### src/rtl/sbus_spi_pkg.sv
package sbus_spi_pkg;
  localparam int DATA_W = 8;
  localparam int ADDR_W = 2;

  localparam logic [ADDR_W-1:0] A_CTRL = 2'd0;
  localparam logic [ADDR_W-1:0] A_STAT = 2'd1;
  localparam logic [ADDR_W-1:0] A_DATA = 2'd2;

  localparam int ST_DONE = 7;
  localparam int ST_WCOL = 6;
  localparam int ST_MODF = 4;

  typedef struct packed {
    logic       ie;
    logic       mstr;
    logic       cpol;
    logic       cpha;
    logic [1:0] rate;
  } ctrl_t;
endpackage

### src/rtl/sbus_spi_clkgen.sv
module sbus_spi_clkgen #(
  parameter int CNT_W = 5
) (
  input  logic       clk_i,
  input  logic       rst_ni,
  input  logic       run_i,
  input  logic [1:0] rate_i,
  output logic       tick_o
);
  logic [CNT_W-1:0] cnt_q;
  logic [CNT_W-1:0] half_m1;

  // half period in system clocks, minus one
  always_comb begin
    unique case (rate_i)
      2'd0:    half_m1 = CNT_W'(0);
      2'd1:    half_m1 = CNT_W'(1);
      2'd2:    half_m1 = CNT_W'(7);
      default: half_m1 = CNT_W'(15);
    endcase
  end

  assign tick_o = run_i && (cnt_q == half_m1);

  always_ff @(posedge clk_i or negedge rst_ni) begin
    if (!rst_ni)      cnt_q <= '0;
    else if (!run_i)  cnt_q <= '0;
    else if (tick_o)  cnt_q <= '0;
    else              cnt_q <= cnt_q + 1'b1;
  end
endmodule

### src/rtl/sbus_spi_shift.sv
module sbus_spi_shift #(
  parameter  int DW = 8,
  localparam int EW = $clog2(2*DW)
) (
  input  logic          clk_i,
  input  logic          rst_ni,
  input  logic          start_i,
  input  logic          abort_i,
  input  logic [DW-1:0] tx_i,
  input  logic          tick_i,
  input  logic          cpha_i,
  input  logic          miso_i,
  output logic          busy_o,
  output logic          done_o,
  output logic [DW-1:0] rx_o,
  output logic          mosi_o,
  output logic          phase_o
);
  localparam logic [EW-1:0] LAST = EW'(2*DW-1);

  logic [DW-1:0] tx_q, rx_q, rx_nxt;
  logic [EW-1:0] edge_q;
  logic          busy_q, phase_q;
  logic          lead, last, smp, shf, step;

  assign lead = ~edge_q[0];
  assign last = (edge_q == LAST);
  assign step = busy_q & tick_i;
  assign smp  = step & (cpha_i ? ~lead : lead);
  assign shf  = step & (cpha_i ? (lead & (edge_q != '0)) : (~lead & ~last));

  assign rx_nxt  = smp ? {rx_q[DW-2:0], miso_i} : rx_q;
  assign done_o  = step & last & ~abort_i;
  assign rx_o    = rx_nxt;
  assign busy_o  = busy_q;
  assign mosi_o  = tx_q[DW-1];
  assign phase_o = phase_q;

  always_ff @(posedge clk_i or negedge rst_ni) begin
    if (!rst_ni) begin
      tx_q    <= '0;
      rx_q    <= '0;
      edge_q  <= '0;
      busy_q  <= 1'b0;
      phase_q <= 1'b0;
    end else if (abort_i) begin
      busy_q  <= 1'b0;
      phase_q <= 1'b0;
      edge_q  <= '0;
    end else if (start_i && !busy_q) begin
      tx_q    <= tx_i;
      rx_q    <= '0;
      edge_q  <= '0;
      phase_q <= 1'b0;
      busy_q  <= 1'b1;
    end else if (step) begin
      phase_q <= ~phase_q;
      edge_q  <= edge_q + 1'b1;
      rx_q    <= rx_nxt;
      if (shf)  tx_q   <= {tx_q[DW-2:0], 1'b0};
      if (last) busy_q <= 1'b0;
    end
  end
endmodule

### src/rtl/sbus_spi.sv
module sbus_spi
  import sbus_spi_pkg::*;
#(
  parameter int CNT_W = 5
) (
  input  logic              clk_i,
  input  logic              rst_ni,
  input  logic [ADDR_W-1:0] addr_i,
  input  logic              wr_en_i,
  input  logic              rd_en_i,
  input  logic [DATA_W-1:0] wdata_i,
  output logic [DATA_W-1:0] rdata_o,
  output logic              irq_o,
  output logic              sck_o,
  output logic              mosi_o,
  input  logic              miso_i,
  input  logic              ss_ni
);
  localparam int CTRL_W = $bits(ctrl_t);

  ctrl_t             ctrl_q;
  logic              spif_q, wcol_q, modf_q, arm_q, modf_arm_q;
  logic [DATA_W-1:0] rbuf_q, rx_w;
  logic              busy, done, tick, phase;

  logic st_rd, dat_acc, dat_wr, ctl_wr;
  logic inhibit, wr_ok, start, collide, clr, modf_evt;

  assign st_rd   = rd_en_i && (addr_i == A_STAT);
  assign dat_acc = (rd_en_i || wr_en_i) && (addr_i == A_DATA);
  assign dat_wr  = wr_en_i && (addr_i == A_DATA);
  assign ctl_wr  = wr_en_i && (addr_i == A_CTRL);

  assign modf_evt = ctrl_q.mstr && !ss_ni;
  assign inhibit  = spif_q && !arm_q;
  assign wr_ok    = dat_wr && !inhibit;
  assign start    = wr_ok && !busy && ctrl_q.mstr && !modf_evt;
  assign collide  = wr_ok && busy;
  assign clr      = dat_acc && arm_q;

  sbus_spi_clkgen #(.CNT_W(CNT_W)) i_clkgen (
    .clk_i  (clk_i),
    .rst_ni (rst_ni),
    .run_i  (busy),
    .rate_i (ctrl_q.rate),
    .tick_o (tick)
  );

  sbus_spi_shift #(.DW(DATA_W)) i_shift (
    .clk_i   (clk_i),
    .rst_ni  (rst_ni),
    .start_i (start),
    .abort_i (modf_evt),
    .tx_i    (wdata_i),
    .tick_i  (tick),
    .cpha_i  (ctrl_q.cpha),
    .miso_i  (miso_i),
    .busy_o  (busy),
    .done_o  (done),
    .rx_o    (rx_w),
    .mosi_o  (mosi_o),
    .phase_o (phase)
  );

  always_ff @(posedge clk_i or negedge rst_ni) begin
    if (!rst_ni) begin
      ctrl_q     <= '0;
      spif_q     <= 1'b0;
      wcol_q     <= 1'b0;
      modf_q     <= 1'b0;
      arm_q      <= 1'b0;
      modf_arm_q <= 1'b0;
      rbuf_q     <= '0;
    end else begin
      if (ctl_wr) ctrl_q <= ctrl_t'(wdata_i[CTRL_W-1:0]);
      if (modf_evt) ctrl_q.mstr <= 1'b0;

      if (done) begin
        spif_q <= 1'b1;
        rbuf_q <= rx_w;
      end else if (clr) begin
        spif_q <= 1'b0;
      end

      if (collide)  wcol_q <= 1'b1;
      else if (clr) wcol_q <= 1'b0;

      if (st_rd && (spif_q || wcol_q)) arm_q <= 1'b1;
      else if (dat_acc)                arm_q <= 1'b0;

      // mode fault: status read arms, control write releases
      if (modf_evt) begin
        modf_q <= 1'b1;
      end else if (ctl_wr && modf_arm_q) begin
        modf_q     <= 1'b0;
        modf_arm_q <= 1'b0;
      end else if (st_rd && modf_q) begin
        modf_arm_q <= 1'b1;
      end
    end
  end

  always_comb begin
    rdata_o = '0;
    unique case (addr_i)
      A_CTRL: rdata_o = DATA_W'(ctrl_q);
      A_STAT: begin
        rdata_o[ST_DONE] = spif_q;
        rdata_o[ST_WCOL] = wcol_q;
        rdata_o[ST_MODF] = modf_q;
      end
      A_DATA: rdata_o = rbuf_q;
      default: rdata_o = '0;
    endcase
  end

  assign irq_o = spif_q && ctrl_q.ie;
  assign sck_o = ctrl_q.cpol ^ (busy && phase);
endmodule

### config.mk
export PLATFORM = sky130hd
export DESIGN_NAME = sbus_spi
export DESIGN_NICKNAME = d
export VERILOG_FILES = /design/src/rtl/sbus_spi_pkg.sv /design/src/rtl/sbus_spi_clkgen.sv /design/src/rtl/sbus_spi_shift.sv /design/src/rtl/sbus_spi.sv
export SDC_FILE = /design/constraint.sdc
export NUM_CORES = 1
export LEC_CHECK = 0
export BUFFER_PORTS_ARGS = -buffer_cell sky130_fd_sc_hd__buf_2
export CORE_MARGIN = 8
export CORE_UTILIZATION = 40
export DETAILED_ROUTE_END_ITERATION = 12
export GPL_TIMING_DRIVEN = 1
export HOLD_SLACK_MARGIN = 0.02
export PLACE_DENSITY = 0.62
export SKIP_LAST_GASP = 1
export SLEW_MARGIN = 20
export SYNTH_ARGS = -nofsm -noshare
export SYNTH_HDL_FRONTEND = slang
export SYNTH_SLANG_ARGS = --single-unit
export TNS_END_PERCENT = 5
### constraint.sdc
create_clock -name clk_i -period 3.8 [get_ports clk_i]
set_input_delay 0.57 -clock clk_i [delete_from_list [all_inputs] [get_ports clk_i]]
set_output_delay 0.57 -clock clk_i [all_outputs]
set_load 0.05 [all_outputs]
==> flow_summary.yaml <==
clocking:
  insertion_delay_ns: 0.30
  clkTransAtPathRegs_ns: 0.08
  cts_root_buf: "clkbuf_8"
  htreeDepth: 2
  cts_tree: "done"
  cts_resized: 0
  clk_path_buf_depth: 2
  cts_made_buffers: 5
  postCtsHoldBufs: 0
  clock_sinks: 46
  cts_setup_buffers: 0
yosys:
  syn-cell-area_um2: 2270
  synth_top_area_cell: "dfrtp_1"
  synth_commonest_cells: "dfrtp_1, nand2_1, nor2_1"
  yosys_warnings: 0
  synthDistinctLibCells: 39
  syn_area_per_cell_um2: 10.7
  synth_area_leaders: "dfrtp_1, mux2i_1, a22o_1, ha_1, nand2_1"
  synth.most_common_cell: "dfrtp_1"
  syn-num-nets: 236
  synthFlopType: "dfrtp_1"
  syn-instance-count: 213
  async_flop_share_pct: 100
  ys_seq_elements: 46
  yosysTopAreaCellShare_pct: 50.6
  ys_seq_area_share_pct: 50.6
  synth_edf_count: 0
worst_setup_path:
  crit_top_cell: "nand2_1"
  crit_required_ns: 3.99
  worstSetupPathType: "primary input to flip-flop"
  startpoint: "addr_i[0]"
  crit_family: "simple AND/OR/NAND/NOR gates"
  critPathMaxStageDelay_ns: 0.42
  arrival_ns: 2.69
  cp_slowest_cell: "nand2_1"
  crit_path_end_kind: "flip-flop"
  startpoint_type: "primary input"
  path_buf_inv: 2
  path_max_fanout: 17
  crit_chain: "buf_2, inv_1, ha_1, nand2_1, nor4b_1, nand2_1, o21a_1, a22o_1"
  r2r-start: "i_shift.edge_q[0]"
timing:
  rsz0062_at_grt: "false"
  worst_slew_pin_slew_ns: 0.607
  period_share_pct: 65.8
  finClkSkew_ns: 0.00696
  setup_viol: 0
  max-slew-margin-rel_pct: 59.4
  setup_tns_ns: 0
  drv_slew: 0
  fmax_mhz: 400
  hold_viol: 0
  min_period_ns: 2.50
routing:
  totalWireLength_um: 4790
  post_drt_wl_per_cell_um: 15.2
  antenna_left: 0
  dr.pass1.iters: 4
  num_vias: 1674
  drt_iter0_markers: 80
  drcViolationCount: 0
  detail_route.vias_per_cell: 5.30
layout:
  n_fill_cell: 540
  drive_gt1_share_pct: 19.7
  final_core_util_pct: 47.1
  final_nets: 266
  num_antenna_cells: 0
  syn2layout_area_growth_pct: 14.2
die:
  fp-row-count: 27
  core_area_um2: 5510
  start_util_pct: 41.3
  dieArea_um2: 8350
  die_h_um: 91.4
  die_w_um: 91.4
  io_pins: 27
global_route:
  grt_pass1_wl_um: 8220
  grt_overflow_total: 0
  grt_max_degree: 47
  antenna_found_initial: 0
  grt_use_met2_pct: 17.6
  top_usage_layer: "met2"
  use_met3_pct: 2.96
  use_met1_pct: 16.7
  track_usage_pct: 12.1
  grt_pass1_vias: 1673
placed_design:
  place_hpwl_um: 3500
  portBuffers: 26
  place_congestion: 0.795
run:
  maxCapViolCount: 0
run_status:
  status: "completed"
power:
  power_density_nw_per_um2: 549
  max-vdd-ir-drop_uv: 237
  p_leak_nw: 1.23
min_path:
  hold_path.class: "primary input to async pin"
[where the power goes]
| group | total [W] | internal, W | switching [W] |
|---|---|---|---|
| logic | 0.000379 | 0.000170 | 0.000209 |
| registers | 0.000692 | 0.000597 | 0.0000948 |
| clock network | 0.000354 | 0.000197 | 0.000157 |
[cell families (layout without fill, tap and decap cells)]
group                    after synthesis  in the layout  share of synthesized area (%)
AND/OR/NAND/NOR                       69             69                           14.8
AO/OA/AOI/OAI                         52             52                           16.7
flip-flops                            46             46                           50.6
multiplexers                          21             21                           9.58
buffers and inverters                 12             43                           2.09
adder cells (fa/ha/maj)                7              7                           3.85
XOR/XNOR                               6              6                           2.31
[metrics by stage]
stage / total power, W / hold WS (ns) / cells / instance area, µm² / setup WS (ns)
5_1_grt: 0.00152 / 0.309 / 316 / 2600 / 1.09
3_3_place_gp: 0.00108 / 0.464 / 307 / 2480 / 1.12
3_5_place_dp: 0.00108 / 0.473 / 308 / 2490 / 1.04
6_report: 0.00142 / 0.265 / 316 / 2600 / 1.30
2_1_floorplan: 0.000978 / 0.274 / 213 / 2270 / 1.35
4_1_cts: 0.00144 / 0.475 / 316 / 2590 / 1.34
[state kept, by name, indices dropped and copies added (netlist names), 4 cells and up]
name	cells
ctrl_q	6
i_shift.edge_q	4
i_clkgen.cnt_q	5
i_shift.tx_q	8
i_shift.rx_q	8
rbuf_q	8
[layout make-up]
class	count	area [µm²]	share of cell area [%]
Clock buffer	7	76.3	2.94
Clock inverter	1	30.0	1.16
Inverter	7	26.3	1.01
Multi-Input combinational cell	155	1070	41.4
Sequential cell	46	1150	44.3
Tap cell	72	90.1	3.47
Timing Repair Buffer	28	148	5.69
[path summary, 6_finish.rpt]
check	slack (ns)	cells after the start	to
setup / recovery	1.30	8	i_shift.rx_q[5]
hold / removal	0.26	1	i_shift.edge_q[2]
setup reg to reg	1.74	7	i_shift.tx_q[1]
hold reg to reg	0.49	2	rbuf_q[5]
max in group asynchronous	3.15	1	i_shift.rx_q[3]
min in group clk_i	0.49	2	rbuf_q[5]
[cells in the final DEF (no fill, tap or decap), types with 5 or more instances in the layout]
cell type	instances
a21oi_1	9
ha_1	7
nor2_1	19
o21ai_0	11
a22o_1	17
clkbuf_8	5
nor2b_1	7
inv_1	7
mux2i_1	15
nand2_1	22
buf_2	25
dfrtp_1	46
mux2_2	6
nand3_1	7
[metal layers]
layer  up-vias  wire length, µm
met3         7              167
met1       819             2490
li1        822                -
met4         0               77
met5         -                0
met2        26             2050
[worst register-to-register path, stage by stage (launching register included)]
cell and delay, ns:
dfrtp_1 0.44, inv_1 0.08, ha_1 0.13, or3b_2 0.44
a22o_1 0.25, o211ai_2 0.24, mux2i_1 0.28, a21oi_1 0.09
Note: power is estimated with default switching activity, not from simulation.
